===== src/rtl/uart_tx_pkg.sv =====
package uart_tx_pkg;

   typedef enum logic [1:0] {
      LEN_EIGHT = 2'b00,
      LEN_SEVEN = 2'b01,
      LEN_NINE  = 2'b10,
      LEN_LOOP  = 2'b11
   } len_mode_e;

   typedef enum logic [1:0] {
      PAR_ODD   = 2'b00,
      PAR_EVEN  = 2'b01,
      PAR_MARK  = 2'b10,
      PAR_SPACE = 2'b11
   } par_kind_e;

   // Control register layout, most significant field first.
   typedef struct packed {
      logic      irq_en;   // bit 5
      logic      sel_hi;   // bit 4
      logic      sel_lo;   // bit 3: ninth data bit or low parity select
      logic      par_en;   // bit 2
      len_mode_e len;      // bits 1:0
   } ctrl_t;

   localparam int CTRL_W = $bits(ctrl_t);

endpackage


===== src/rtl/uart_tx_regs.sv =====
module uart_tx_regs
   import uart_tx_pkg::*;
#(
   parameter int BYTE_W = 8
) (
   input  logic              clk,
   input  logic              rst_n,
   input  logic              reg_we,
   input  logic              reg_sel,
   input  logic [BYTE_W-1:0] reg_wdata,
   input  logic              load,
   output ctrl_t             ctrl,
   output logic [BYTE_W-1:0] hold,
   output logic              hold_empty
);

   logic wr_ctrl;
   logic wr_hold;

   assign wr_ctrl = reg_we && !reg_sel;
   assign wr_hold = reg_we && reg_sel;

   always_ff @(posedge clk or negedge rst_n) begin
      if (!rst_n) begin
         ctrl       <= '0;
         hold       <= '0;
         hold_empty <= 1'b1;
      end else begin
         if (wr_ctrl) begin
            ctrl <= ctrl_t'(reg_wdata[CTRL_W-1:0]);
         end
         if (wr_hold) begin
            hold       <= reg_wdata;
            hold_empty <= 1'b0;
         end else if (load) begin
            hold_empty <= 1'b1;
         end
      end
   end

   AST_WRITE_FILLS: assert property (@(posedge clk) disable iff (!rst_n)
      wr_hold |=> !hold_empty);
   AST_LOAD_EMPTIES: assert property (@(posedge clk) disable iff (!rst_n)
      (load && !wr_hold) |=> hold_empty);
   AST_HOLD_KEPT: assert property (@(posedge clk) disable iff (!rst_n)
      !wr_hold |=> $stable(hold));

endmodule


===== src/rtl/uart_tx_frame.sv =====
module uart_tx_frame
   import uart_tx_pkg::*;
#(
   parameter int BYTE_W  = 8,
   parameter int FRAME_W = BYTE_W + 3,
   parameter int CNT_W   = $clog2(FRAME_W + 1)
) (
   input  len_mode_e          len,
   input  logic               par_en,
   input  logic               sel_hi,
   input  logic               sel_lo,
   input  logic [BYTE_W-1:0]  hold,
   output logic [FRAME_W-1:0] frame,
   output logic [CNT_W-1:0]   frame_len
);

   logic      nine;
   logic      seven;
   logic      ones_odd;
   logic      par_bit;
   logic      has_extra;
   logic      extra;
   logic      slot;
   par_kind_e kind;

   always_comb begin
      nine      = (len == LEN_NINE) || (len == LEN_LOOP);
      seven     = (len == LEN_SEVEN);
      ones_odd  = seven ? ^hold[BYTE_W-2:0] : ^hold;
      kind      = par_kind_e'({sel_hi, sel_lo});
      unique case (kind)
         PAR_ODD:   par_bit = ~ones_odd;
         PAR_EVEN:  par_bit = ones_odd;
         PAR_MARK:  par_bit = 1'b1;
         PAR_SPACE: par_bit = 1'b0;
         default:   par_bit = 1'b0;
      endcase
      has_extra = nine || par_en;
      extra     = nine ? sel_lo : par_bit;
      slot      = has_extra ? extra : 1'b1;
      if (seven) begin
         frame     = {2'b11, slot, hold[BYTE_W-2:0], 1'b0};
         frame_len = CNT_W'(BYTE_W + 1) + CNT_W'(has_extra);
      end else begin
         frame     = {1'b1, slot, hold, 1'b0};
         frame_len = CNT_W'(BYTE_W + 2) + CNT_W'(has_extra);
      end
   end

endmodule


===== src/rtl/uart_tx_shift.sv =====
module uart_tx_shift #(
   parameter int FRAME_W = 11,
   parameter int CNT_W   = $clog2(FRAME_W + 1)
) (
   input  logic               clk,
   input  logic               rst_n,
   input  logic               bit_tick,
   input  logic               hold_empty,
   input  logic [FRAME_W-1:0] frame,
   input  logic [CNT_W-1:0]   frame_len,
   output logic               load,
   output logic               serial,
   output logic               busy
);

   logic [FRAME_W-1:0] sh;
   logic [CNT_W-1:0]   left;
   logic               last_bit;

   assign last_bit = busy && (left == CNT_W'(1));
   assign load     = bit_tick && !hold_empty && (!busy || last_bit);
   assign serial   = sh[0];

   always_ff @(posedge clk or negedge rst_n) begin
      if (!rst_n) begin
         sh   <= '1;
         left <= '0;
         busy <= 1'b0;
      end else if (load) begin
         sh   <= frame;
         left <= frame_len;
         busy <= 1'b1;
      end else if (bit_tick && busy) begin
         if (last_bit) begin
            sh   <= '1;
            left <= '0;
            busy <= 1'b0;
         end else begin
            sh   <= {1'b1, sh[FRAME_W-1:1]};
            left <= left - CNT_W'(1);
         end
      end
   end

   AST_IDLE_HIGH: assert property (@(posedge clk) disable iff (!rst_n)
      !busy |-> serial);
   AST_START_LOW: assert property (@(posedge clk) disable iff (!rst_n)
      $rose(busy) |-> !serial);
   AST_BIT_HELD: assert property (@(posedge clk) disable iff (!rst_n)
      (busy && !bit_tick) |=> $stable(serial));
   AST_LEFT_RANGE: assert property (@(posedge clk) disable iff (!rst_n)
      busy |-> (left != '0 && left <= CNT_W'(FRAME_W)));
   AST_BUSY_HOLDS: assert property (@(posedge clk) disable iff (!rst_n)
      (busy && !last_bit) |=> busy);

endmodule


===== src/rtl/uart_tx_framer.sv =====
module uart_tx_framer
   import uart_tx_pkg::*;
#(
   parameter int BYTE_W   = 8,
   parameter bit REG_LINE = 1'b0
) (
   input  logic              clk,
   input  logic              rst_n,
   input  logic              bit_tick,
   input  logic              reg_we,
   input  logic              reg_sel,
   input  logic [BYTE_W-1:0] reg_wdata,
   input  logic              rx_pin,
   output logic              tx_pin,
   output logic              rx_internal,
   output logic              buf_empty,
   output logic              tx_busy,
   output logic              tx_irq
);

   localparam int FRAME_W = BYTE_W + 3;
   localparam int CNT_W   = $clog2(FRAME_W + 1);

   if (BYTE_W < CTRL_W) begin : g_bad_width
      $error("BYTE_W must hold every control field");
   end

   ctrl_t              ctrl;
   logic [BYTE_W-1:0]  hold;
   logic [FRAME_W-1:0] frame;
   logic [CNT_W-1:0]   frame_len;
   logic               load;
   logic               serial;
   logic               line;
   logic               loopback;

   uart_tx_regs #(.BYTE_W(BYTE_W)) u_regs (
      .clk        (clk),
      .rst_n      (rst_n),
      .reg_we     (reg_we),
      .reg_sel    (reg_sel),
      .reg_wdata  (reg_wdata),
      .load       (load),
      .ctrl       (ctrl),
      .hold       (hold),
      .hold_empty (buf_empty)
   );

   uart_tx_frame #(.BYTE_W(BYTE_W), .FRAME_W(FRAME_W), .CNT_W(CNT_W)) u_frame (
      .len       (ctrl.len),
      .par_en    (ctrl.par_en),
      .sel_hi    (ctrl.sel_hi),
      .sel_lo    (ctrl.sel_lo),
      .hold      (hold),
      .frame     (frame),
      .frame_len (frame_len)
   );

   uart_tx_shift #(.FRAME_W(FRAME_W), .CNT_W(CNT_W)) u_shift (
      .clk        (clk),
      .rst_n      (rst_n),
      .bit_tick   (bit_tick),
      .hold_empty (buf_empty),
      .frame      (frame),
      .frame_len  (frame_len),
      .load       (load),
      .serial     (serial),
      .busy       (tx_busy)
   );

   if (REG_LINE) begin : g_line_flop
      logic line_q;
      always_ff @(posedge clk or negedge rst_n) begin
         if (!rst_n) line_q <= 1'b1;
         else        line_q <= serial;
      end
      assign line = line_q;
   end else begin : g_line_direct
      assign line = serial;
   end

   assign loopback    = (ctrl.len == LEN_LOOP);
   assign tx_pin      = loopback ? 1'b1 : line;
   assign rx_internal = loopback ? line : rx_pin;
   assign tx_irq      = buf_empty && ctrl.irq_en;

   AST_LOOP_PIN_QUIET: assert property (@(posedge clk) disable iff (!rst_n)
      loopback |-> tx_pin);
   AST_IRQ_NEEDS_EMPTY: assert property (@(posedge clk) disable iff (!rst_n)
      tx_irq |-> buf_empty);
   AST_BACK_TO_BACK: assert property (@(posedge clk) disable iff (!rst_n)
      (load && tx_busy) |=> (tx_busy && !serial));

endmodule


===== config.mk =====
export PLATFORM = sky130hd
export DESIGN_NAME = uart_tx_framer
export DESIGN_NICKNAME = d
export VERILOG_FILES = /design/src/rtl/uart_tx_pkg.sv /design/src/rtl/uart_tx_regs.sv /design/src/rtl/uart_tx_frame.sv /design/src/rtl/uart_tx_shift.sv /design/src/rtl/uart_tx_framer.sv
export SDC_FILE = /design/constraint.sdc
export NUM_CORES = 1
export LEC_CHECK = 0
export ABC_AREA = 1
export BUFFER_PORTS_ARGS = -buffer_cell sky130_fd_sc_hd__clkbuf_2
export CAP_MARGIN = 20
export CORE_MARGIN = 2
export CORE_UTILIZATION = 25
export DETAILED_ROUTE_END_ITERATION = 12
export PLACE_DENSITY = 0.47
export SLEW_MARGIN = 30
export SYNTH_ARGS = -nofsm -noshare
export SYNTH_HDL_FRONTEND = slang
export SYNTH_SLANG_ARGS = --single-unit

===== constraint.sdc =====
create_clock -name clk -period 2.06 [get_ports clk]
set_clock_uncertainty 0.05 [all_clocks]
set_input_delay 0.412 -clock clk [delete_from_list [all_inputs] [get_ports clk]]
set_output_delay 0.412 -clock clk [all_outputs]
set_load 0.05 [all_outputs]

==> flow_summary.yaml <==
run_status:
  status: "complete, no violations"
synthesis:
  synth_cell_types: 27
  synth_nets: 214
  ys.flop_type: "dfrtp_1"
  syn_avg_cell_area_sq_um: 7.95
  ys_ff_latch: 30
  syn-cell-area_sq_um: 1570
  ys.warnings.count: 0
  async_reset_ff_share_pct: 100
  yosysTopAreaCell: "dfrtp_1"
  yosysMostFrequentCell: "nand2_1"
  ys_seq_area_share_pct: 48.8
  synthCells: 197
  netlist_top_cells_count: "nand2_1, inv_1, dfrtp_1, o21ai_0"
  synth_area_leaders: "dfrtp_1, dfstp_2, nand2_1"
  synth_edf_count: 0
  netlist.area_leader.share_pct: 30.4
finish:
  instances_no_fill: 295
  area_delta_synth_final_pct: 16.9
  nets: 236
  drive_above_1_share_pct: 24.5
  finalInstanceArea_sq_um: 1830
  antennaDiodeCount: 0
sta:
  tns_ns: 0
  finalCritPeriodShare_pct: 87.5
  drv_slew: 0
  final-hold-violation-count: 0
  setup_violations: 0
  relSlewSlack_pct: 50.1
  finalCriticalPeriod_ns: 1.80
  fin_hold_ws_ns: 0.130
  worstMarginPinSlew_ns: 0.748
  max_freq_mhz: 555
  grt_setup_unrepaired: "no"
floorplanning:
  rows: 28
  fp.dieW_um: 83.1
  initial_utilization_pct: 26.1
  die_y_um: 83.1
  ios: 19
  core_area_sq_um: 5990
  dieArea_sq_um: 6910
clock_tree:
  cts.sinks: 30
  clk_pin_slew_ns: 0.06
  cts_setup_buffers: 0
  cts_tree: "built"
  clock_path_buffers: 2
  cts-root-buf: "clkbuf_8"
  cts_hold_buffers: 0
  cts_resized: 0
  htree_levels: 2
  cts_made_buffers: 5
  clk_latency_ns: 0.29
drt:
  num_vias: 1261
  wirelength_mm: 3.26
  viasPerCell: 4.27
  drtAntennaViolNets: 0
  wire_per_inst_um: 11.1
  drt-pass1-iter-count: 4
  drc: 0
  drt_iter0_drc: 61
critical_path:
  slowest_stage: "dfrtp_1"
  worst-path-buf-inv: 1
  rrSetupSlack_ns: 0.39
  path_max_fanout: 6
  rr_startpoint: "u_shift.left[1]$_DFFE_PN0P_"
  crit_arrival_ns: 1.34
  rr_worst_depth: 8
  r2r-end: "u_shift.left[0]$_DFFE_PN0P_"
  max_stage_delay_ns: 0.49
  start_kind: "register"
  crit_type: "reg -> out"
  path_cells: "nand2_1, o21ai_1, clkbuf_2"
  end_kind: "output port"
  cp_top_family: "flip-flops"
  cp_data_required_time_ns: 1.60
placement:
  place_congestion: 0.751
  dpl.cell_count: 287
  numPortBuffers: 18
  detailed_place.area_sq_um: 1740
  hpwl_mm: 2.37
pwr:
  power_density_nw_per_um2: 1120
  clkPwrFrac_pct: 24.2
  seqPwrFrac_pct: 45.2
  internal_power_w: 0.00129
  p_sw_w: 0.000756
  netSwitchingFraction_pct: 36.9
  vdd.ir_drop.worst_uv: 449
  p_comb_share_pct: 30.7
  p_leak_nw: 0.943
run:
  max-cap-violations: 0
hold_path:
  hold_class: "in -> async"
grt:
  grt_pass1_vias: 1208
  antenna_found_initial: 0
  grt_overflow: 0
  grt_pass1_wl_mm: 5.55
  grt_usage_pct: 10.0
  grt_max_degree: 31
-- flip-flops by register name, indices dropped and copies added, names as in the netlist --
signal,flops
u_shift.busy,1
u_regs.hold,8
u_shift.left,4
u_shift.sh,10
u_regs.ctrl,6
u_regs.hold_empty,1
-- layout make-up --
type	instances	area (sq um)
fillers	635	4160
flip-flops and latches	30	764
multi-input cells	127	647
inverters	36	135
repair buffers	19	97.6
well taps	75	93.8
clock buffers	7	86.3
clock inverters	1	5.00
-- cell families (layout without fill, tap and decap cells) --
group / Yosys count / after routing / share of synthesized area [%]
and+or+nand+nor: 85 / 85 / 23.4
buffers and inverters: 40 / 63 / 9.83
AOI/OAI and AO/OA: 38 / 38 / 14.9
DFF: 30 / 30 / 48.8
adders and majority gates: 3 / 3 / 2.40
xor gates and xnor gates: 1 / 1 / 0.560
-- power by group through the flow --
stage	Combinational, W	Clock (W)	Sequential [W]
6_report	0.000628	0.000495	0.000925
4_1_cts	0.000637	0.000515	0.000925
3_3_place_gp	0.000629	0	0.000933
2_1_floorplan	0.000475	0	0.000929
5_1_grt	0.000720	0.000537	0.000941
3_5_place_dp	0.000632	0	0.000934
-- stage by stage --
step / util, % / setup WS, ns / power (W)
floorplan: - / 0.340 / 0.00140
global placement: 29.0 / 0.453 / 0.00156
detailed placement: 29.0 / 0.411 / 0.00157
CTS: 30.5 / 0.240 / 0.00208
global route: 30.5 / 0.163 / 0.00220
finish: 30.5 / 0.258 / 0.00205
-- metal layers --
layer  vias to the layer above  routed length [um]  global-route usage (%)
met4                         0                  55                    4.02
met2                        17                1460                    15.0
li1                        669                   -                       -
met3                         6                 133                    3.48
met5                         -                   0                       0
met1                       569                1610                    13.1
-- worst max path at each step --
stage,to,cells past startpoint,start,slack [ns]
3_3_place_gp,u_shift.sh[8]$_DFFE_PN1P_,9,u_shift.left[0]$_DFFE_PN0P_,0.45
6_report,rx_internal,3,u_regs.ctrl[1]$_DFFE_PN0P_,0.26
3_5_place_dp,u_shift.left[0]$_DFFE_PN0P_,8,u_shift.left[1]$_DFFE_PN0P_,0.41
5_1_grt,rx_internal,3,u_regs.ctrl[1]$_DFFE_PN0P_,0.16
2_1_floorplan,rx_internal,2,u_shift.sh[0]$_DFFE_PN1P_,0.34
4_1_cts,rx_internal,3,u_regs.ctrl[1]$_DFFE_PN0P_,0.24
-- placed cells by master, fill, tap and decap left out, types with 3 or more instances in the layout --
cell	Yosys	final
nand2_1	59	59
nor2_1	11	11
clkbuf_8	0	6
nand3_1	6	6
dfstp_2	11	11
o21ai_1	3	4
o21ai_0	18	17
ha_1	3	3
inv_1	28	28
o221ai_1	7	7
nor2_4	3	3
inv_2	8	8
a21oi_1	5	5
clkbuf_2	0	18
dfrtp_1	19	19
Note: power is estimated with default switching activity, not from simulation.
